==> config.mk <==
export PLATFORM = sky130hd
export DESIGN_NAME = fwd_unit
export DESIGN_NICKNAME = d
export VERILOG_FILES = /design/src/rtl/fwd_pkg.sv /design/src/rtl/fwd_match.sv /design/src/rtl/fwd_opnd_mux.sv /design/src/rtl/fwd_unit.sv
export SDC_FILE = /design/constraint.sdc
export NUM_CORES = 1
export LEC_CHECK = 0
export BUFFER_PORTS_ARGS = -buffer_cell sky130_fd_sc_hd__buf_2
export CORE_UTILIZATION = 25
export DETAILED_ROUTE_END_ITERATION = 7
export PLACE_DENSITY = 0.5
export SYNTH_ARGS = -nofsm -noshare
export SYNTH_HDL_FRONTEND = slang
export SYNTH_SLANG_ARGS = --single-unit
==> constraint.sdc <==
create_clock -name clk -period 2.5 [get_ports clk]
set_clock_uncertainty 0.2 [all_clocks]
set_input_delay 0.5 -clock clk [delete_from_list [all_inputs] [get_ports clk]]
set_output_delay 0.5 -clock clk [all_outputs]
set_load 0.005 [all_outputs]
==> src/rtl/fwd_pkg.sv <==
package fwd_pkg;
  typedef enum logic [1:0] {
    FWD_RF  = 2'b00,
    FWD_EX  = 2'b01,
    FWD_MEM = 2'b10
  } fwd_sel_e;
endpackage

==> src/rtl/fwd_match.sv <==
module fwd_match
  import fwd_pkg::*;
#(
  parameter int REG_W = 5
) (
  input  logic [REG_W-1:0] src,
  input  logic [REG_W-1:0] ex_dst,
  input  logic             ex_wr_en,
  input  logic [REG_W-1:0] mem_dst,
  input  logic             mem_wr_en,
  output fwd_sel_e         sel
);
  localparam logic [REG_W-1:0] ZERO_REG = '0;

  logic hit_ex;
  logic hit_mem;

  assign hit_ex  = ex_wr_en  && (ex_dst  != ZERO_REG) && (src == ex_dst);
  assign hit_mem = mem_wr_en && (mem_dst != ZERO_REG) && (src == mem_dst);

  // younger instruction takes priority
  always_comb begin
    if (hit_ex)       sel = FWD_EX;
    else if (hit_mem) sel = FWD_MEM;
    else              sel = FWD_RF;
  end
endmodule

==> src/rtl/fwd_opnd_mux.sv <==
module fwd_opnd_mux
  import fwd_pkg::*;
#(
  parameter int DATA_W = 32
) (
  input  logic              clk,
  input  logic              rst,
  input  fwd_sel_e          sel,
  input  logic [DATA_W-1:0] rf_val,
  input  logic [DATA_W-1:0] ex_val,
  input  logic [DATA_W-1:0] mem_val,
  output logic [DATA_W-1:0] opnd
);
  logic [DATA_W-1:0] pick;

  always_comb begin
    case (sel)
      FWD_EX:  pick = ex_val;
      FWD_MEM: pick = mem_val;
      default: pick = rf_val;
    endcase
  end

  always_ff @(posedge clk) begin
    if (rst) opnd <= '0;
    else     opnd <= pick;
  end
endmodule

==> src/rtl/fwd_unit.sv <==
module fwd_unit
  import fwd_pkg::*;
#(
  parameter int REG_W  = 5,
  parameter int DATA_W = 32
) (
  input  logic              clk,
  input  logic              rst,
  input  logic [REG_W-1:0]  dec_src_a,
  input  logic [REG_W-1:0]  dec_src_b,
  input  logic [DATA_W-1:0] rf_val_a,
  input  logic [DATA_W-1:0] rf_val_b,
  input  logic [REG_W-1:0]  ex_dst,
  input  logic              ex_wr_en,
  input  logic [DATA_W-1:0] ex_result,
  input  logic [REG_W-1:0]  mem_dst,
  input  logic              mem_wr_en,
  input  logic              mem_is_load,
  input  logic [DATA_W-1:0] mem_load_data,
  input  logic [DATA_W-1:0] mem_alu_res,
  output logic [1:0]        sel_a,
  output logic [1:0]        sel_b,
  output logic [DATA_W-1:0] opnd_a,
  output logic [DATA_W-1:0] opnd_b
);
  localparam int NUM_OPND = 2;

  logic [NUM_OPND-1:0][REG_W-1:0]  src_v;
  logic [NUM_OPND-1:0][DATA_W-1:0] rf_v;
  logic [NUM_OPND-1:0][DATA_W-1:0] opnd_v;
  fwd_sel_e                        sel_v [NUM_OPND];
  logic [DATA_W-1:0]               mem_fwd;

  assign src_v[0] = dec_src_a;
  assign src_v[1] = dec_src_b;
  assign rf_v[0]  = rf_val_a;
  assign rf_v[1]  = rf_val_b;

  // shared memory-stage forward value
  assign mem_fwd = mem_is_load ? mem_load_data : mem_alu_res;

  for (genvar i = 0; i < NUM_OPND; i++) begin : g_opnd
    fwd_match #(.REG_W(REG_W)) u_match (
      .src       (src_v[i]),
      .ex_dst    (ex_dst),
      .ex_wr_en  (ex_wr_en),
      .mem_dst   (mem_dst),
      .mem_wr_en (mem_wr_en),
      .sel       (sel_v[i])
    );

    fwd_opnd_mux #(.DATA_W(DATA_W)) u_mux (
      .clk     (clk),
      .rst     (rst),
      .sel     (sel_v[i]),
      .rf_val  (rf_v[i]),
      .ex_val  (ex_result),
      .mem_val (mem_fwd),
      .opnd    (opnd_v[i])
    );
  end

  assign sel_a  = sel_v[0];
  assign sel_b  = sel_v[1];
  assign opnd_a = opnd_v[0];
  assign opnd_b = opnd_v[1];
endmodule

==> reports/results.txt, run 1 <==
max FFs per register -> 64
Placer Congestion -> 0.770
Fin Hold WS -> 0.250 ns
final wirelength -> 16,100 um
clock root buffer -> clkbuf_16
total gr overflow -> 0
clk buf depth -> 2
fill cell count -> 1,575
met3 Usage GRT -> 0.0544
Top reg by flops -> g_opnd.u_mux.opnd
Synth Area in Simple Gates -> 0.199
Req. time, crit path -> 1.80 ns
clk sinks -> 64
RSZ-0062 raised after global routing -> yes
Synth Instances -> 428
commonest cells after routing, fill and taps aside -> buf_2 (251), a31oi_1 (64), o32ai_1 (64), dfxtp_1 (64), and4_1 (60)
Slew @ Worst Pin -> 0.534 ns
post-synth cell types -> 25
Max-slew headroom -> 0.641
max-slew violation count -> 0
syn_area_per_cell -> 9.00 um^2
xor-xnor portion of the synthesized cell area -> 0.0455
Vias -> 4,674
antenna cells -> 0
DRC viols -> 0
gr usage total -> 0.197
htree depth -> 3
Starting Density -> 0.254
period utilisation layout -> 0.985
Net Count, Synth -> 613
most common cell after layout, fill and taps aside -> buf_2
Die H -> 126 um
Seq. cell area -> 0.00128 mm^2
total power draw -> 3.25 mW
CP Max Fanout -> 3
post-synthesis adder-cell area fraction -> 0
maximum vdd drop -> 0.000591 V
CTS tree -> built
biggest regs -> g_opnd.u_mux.opnd x64
Post-DRT Antenna Nets -> 0
largest net degree at the start of global routing -> 47
post-synthesis compound-gate area fraction -> 0.259
Period minus WS final -> 2.46 ns
PortBufs -> 252
Via density -> 5.47
register area share after synthesis -> 0.333
status -> complete, no violations
hold buffers post-CTS -> 0
row count -> 45
Layout Cells excl Fill -> 855
Warnings, synthesis -> 0
CP arrival -> 1.76 ns
Final nets -> 847
# IOs -> 253
detailed placement HPWL -> 11,700 um
Setup crit start kind -> input pin
grt met1 use -> 0.224
drt wl/cell -> 18.9 um
die area -> 0.0159 mm^2
post-layout utilization of the core -> 0.383
number of global-route vias before repair -> 4,698
drt first pass iters -> 5
first-pass GRT wire length -> 24,400 um
final setup TNS -> 0 ns
grt peak-use layer -> met2
Die W -> 126 um
number of DRC markers in iteration 0 -> 215
PD cells -> 561 mW/mm^2
post-CTS setup repair buffer count -> 0
Worst Hold Class -> in -> reg
max-cap viol count -> 0
mapped cell area -> 0.00385 mm^2
f_max -> 406 MHz
Hold Fails Final Rpt -> 0
multi-input logic area -> 0.00231 mm^2
final setup violating endpoints -> 0
largest family of logic cells by synthesized area -> compound AO/OA/AOI/OAI gates
CP Capture Type -> primary output
Reg clk slew, reported paths -> 0.06 ns
mux contribution to synthesized area -> 0.0838
CTS buffer count -> 9
met2 global-route usage -> 0.348
CP Class -> in -> out
DP Cell Count -> 839
core box area -> 0.0151 mm^2
initial antenna violation count -> 3
layout cell share with drive strength beyond 1 -> 0.475
FF+latch count, synth -> 64
cell leakage power -> 2.70 nW
area grow syn2layout -> 50.6%
worst max-delay path, stage by stage:
cell and delay, ns:
buf_6 0.09, or4_1 0.51, o21a_2 0.25, nand3_2 0.08, inv_2 0.05, nor4_2 0.14
buf_2 0.15
layer usage:
metal | share of wire | routed length, um | vias to the layer above
li1 | - | - | 2216
met1 | 0.41 | 6630 | 2204
met2 | 0.50 | 8030 | 223
met3 | 0.072 | 1170 | 27
met4 | 0.018 | 291 | 4
met5 | 0.0017 | 27 | -
cell usage after synthesis, drive strengths merged:
master  instances  area (um^2)
dfxtp          64         1280
nand2          34          128
clkbuf         44          165
xnor2          10         87.6
and2            2         12.5
or4             2         15.0
mux2            2         22.5
o21ai           1         5.00
nor3            2         10.0
and3            2         12.5
o32ai          64          561
xor2           10         87.6
and4           60          526
a31oi          64          400
mux2i          30          300
a31o            2         17.5
inv             3         11.3
buf            18          130
o21a            2         15.0
nand3           4         20.0
nor2            2         7.51
nor4            6         37.5
stage by stage:
stage	area, um^2	setup slack [ns]
2_1_floorplan	3850	0.0526
3_3_place_gp	5450	-0.129
3_5_place_dp	5450	-0.168
4_1_cts	5790	0.00120
5_1_grt	5800	-0.0232
6_report	5800	0.0372
logic make-up after synthesis:
group / count (synthesis)
AOI/OAI and AO/OA: 133
DFF: 64
buffers and inverters: 65
xor gates and xnor gates: 20
muxes: 32
and+or+nand+nor: 114
area by class of cell:
class / count / share of cell area
Inverter: 3 / 0.00194
Tap cell: 188 / 0.0405
Timing Repair Buffer: 285 / 0.283
Multi-Input combinational cell: 299 / 0.399
Clock buffer: 11 / 0.0418
Sequential cell: 64 / 0.221
Clock inverter: 5 / 0.0136
worst paths after layout:
| check | startpoint | to | slack (ns) | depth (start not counted) |
|---|---|---|---|---|
| setup / recovery | ex_dst[2] | sel_b[1] | 0.04 | 7 |
| hold / removal | ex_result[4] | g_opnd[1].u_mux.opnd[4] | 0.25 | 3 |
power breakdown:
group	switching (mW)	internal, mW	total [mW]
clock network	0.498	0.901	1.40
logic	0.403	0.343	0.746
registers	0.0186	1.09	1.11
repair_timing:
item / in CTS / in global routing
pin swaps: 4 / 1
resized for setup: 5 / 4
setup endpoints to repair: 2 / 2
(Power assumes the default switching activity.)
==> run 2, diff against run 1 <==
--- a/config.mk
+++ b/config.mk
@@ -5,10 +5,10 @@
 export SDC_FILE = /design/constraint.sdc
 export NUM_CORES = 1
 export LEC_CHECK = 0
-export BUFFER_PORTS_ARGS = -buffer_cell sky130_fd_sc_hd__buf_2
 export CORE_UTILIZATION = 25
 export DETAILED_ROUTE_END_ITERATION = 7
-export PLACE_DENSITY = 0.5
+export DONT_BUFFER_PORTS = 1
+export PLACE_DENSITY = 0.36
 export SYNTH_ARGS = -nofsm -noshare
 export SYNTH_HDL_FRONTEND = slang
 export SYNTH_SLANG_ARGS = --single-unit
==> constraint.sdc (replaced) <==
create_clock -name clk -period 2.5 [get_ports clk]
set_clock_uncertainty 0.2 [all_clocks]
set_input_delay 0.5 -clock clk [delete_from_list [all_inputs] [get_ports clk]]
set_output_delay 0.5 -clock clk [all_outputs]
set_load 0.05 [all_outputs]
==> reports/results.txt, run 2 (synthesized netlist as in run 1, its figures left out) <==
Critical path origin -> ex_dst[4]
CTS buffer count -> 9
die area -> 0.0159 mm^2
clock root buffer -> clkbuf_16
clk sinks -> 64
detailed placement HPWL -> 10,400 um
end point of the worst hold path -> g_opnd[0].u_mux.opnd[15]
initial antenna violation count -> 0
number of DRC markers in iteration 0 -> 180
Reg clk slew, reported paths -> 0.06 ns
row count -> 45
PD cells -> 708 mW/mm^2
biggest regs -> g_opnd.u_mux.opnd x64
Via density -> 6.19
Period minus WS final -> 2.46 ns
final setup TNS -> 0 ns
Slew @ Worst Pin -> 0.558 ns
CTS tree -> built
worst hold start -> ex_result[15]
htree depth -> 3
number of global-route vias before repair -> 3,787
CP arrival -> 1.76 ns
commonest cells after routing, fill and taps aside -> a31oi_1 (64), o32ai_1 (64), dfxtp_1 (64)
final setup violating endpoints -> 0
Hold Fails Final Rpt -> 0
Setup crit start kind -> input pin
Req. time, crit path -> 1.80 ns
Hold Crit Depth -> 2
drt first pass iters -> 4
CP Max Fanout -> 3
total gr overflow -> 0
DRC viols -> 0
Starting Density -> 0.254
Die H -> 126 um
fill cell count -> 1,589
max FFs per register -> 64
Placer Congestion -> 0.772
gr usage total -> 0.189
Vias -> 3,686
RSZ-0062 raised after global routing -> yes
Final nets -> 587
layout cell share with drive strength beyond 1 -> 0.138
antenna cells -> 0
f_max -> 406 MHz
CP Capture Type -> primary output
Max-slew headroom -> 0.628
PortBufs -> 0
Worst Hold Class -> in -> reg
status -> complete, no violations
# IOs -> 253
largest net degree at the start of global routing -> 77
first-pass GRT wire length -> 23,000 um
Fin Hold WS -> 0.141 ns
total power draw -> 3.15 mW
Post-DRT Antenna Nets -> 0
CP Class -> in -> out
Die W -> 126 um
max-slew violation count -> 0
max-cap viol count -> 0
period utilisation layout -> 0.985
Top reg by flops -> g_opnd.u_mux.opnd
area grow syn2layout -> 15.3%
clk buf depth -> 2
core box area -> 0.0151 mm^2
final wirelength -> 15,200 um
cell leakage power -> 1.59 nW
drt wl/cell -> 25.6 um
maximum vdd drop -> 0.000295 V
## run 2: how the worst max path moves through the flow
stage	end	slack [ns]	cells past startpoint
final	sel_b[1]	0.04	6
after global routing	sel_b[1]	-0.06	6
after CTS	sel_b[1]	0.02	6
after detailed placement	g_opnd[1].u_mux.opnd[31]	-0.01	6
after global placement	g_opnd[1].u_mux.opnd[31]	-0.03	6
after floorplan	sel_a[1]	-0.15	5
## run 2: repair_timing
item,4_1_cts,5_1_grt
buffers inserted,0,0
hold buffers,0,0
endpoints found under the setup margin,0,2
gates resized for setup,0,0
## run 2: metrics by stage
| step | util | cells | worst slack, ns | cell area (um^2) |
|---|---|---|---|---|
| 2_1_floorplan | - | 428 | -0.145 | 3890 |
| 3_3_place_gp | 0.274 | 579 | -0.0339 | 4150 |
| 3_5_place_dp | 0.274 | 579 | -0.00994 | 4150 |
| 4_1_cts | 0.293 | 595 | 0.0188 | 4440 |
| 5_1_grt | 0.293 | 595 | -0.0565 | 4440 |
| 6_report | 0.293 | 595 | 0.0387 | 4440 |
## run 2: critical path, stage by stage
cell	delay [ns]
or4_1	0.50
o21a_1	0.25
nand3_2	0.09
inv_2	0.05
nor4_4	0.19
buf_12	0.18
## run 2: routing by layer
| metal | vias to the layer above | share of wire | track usage | routed length [um] |
|---|---|---|---|---|
| met5 | - | 0 | 0 | 0 |
| met3 | 13 | 0.095 | 0.0658 | 1450 |
| li1 | 1695 | - | - | - |
| met2 | 206 | 0.49 | 0.316 | 7390 |
| met4 | 0 | 0.012 | 0.0617 | 190 |
| met1 | 1772 | 0.41 | 0.224 | 6210 |
## run 2: where the power goes
group,internal [mW],switching [mW],total (mW)
combinational,0.188,0.301,0.488
sequential,1.09,0.277,1.37
clock,0.794,0.496,1.29
total,2.07,1.07,3.15
## run 2: layout make-up
type / count / area [um^2] / share of cell area
clock inverter: 6 / 58.8 / 0.0132
sequential: 64 / 1280 / 0.288
inverter: 3 / 11.3 / 0.00253
clock buffer: 10 / 239 / 0.0538
timing repair buffer: 25 / 300 / 0.0676
multi-input combinational: 299 / 2320 / 0.522
tap: 188 / 235 / 0.0529
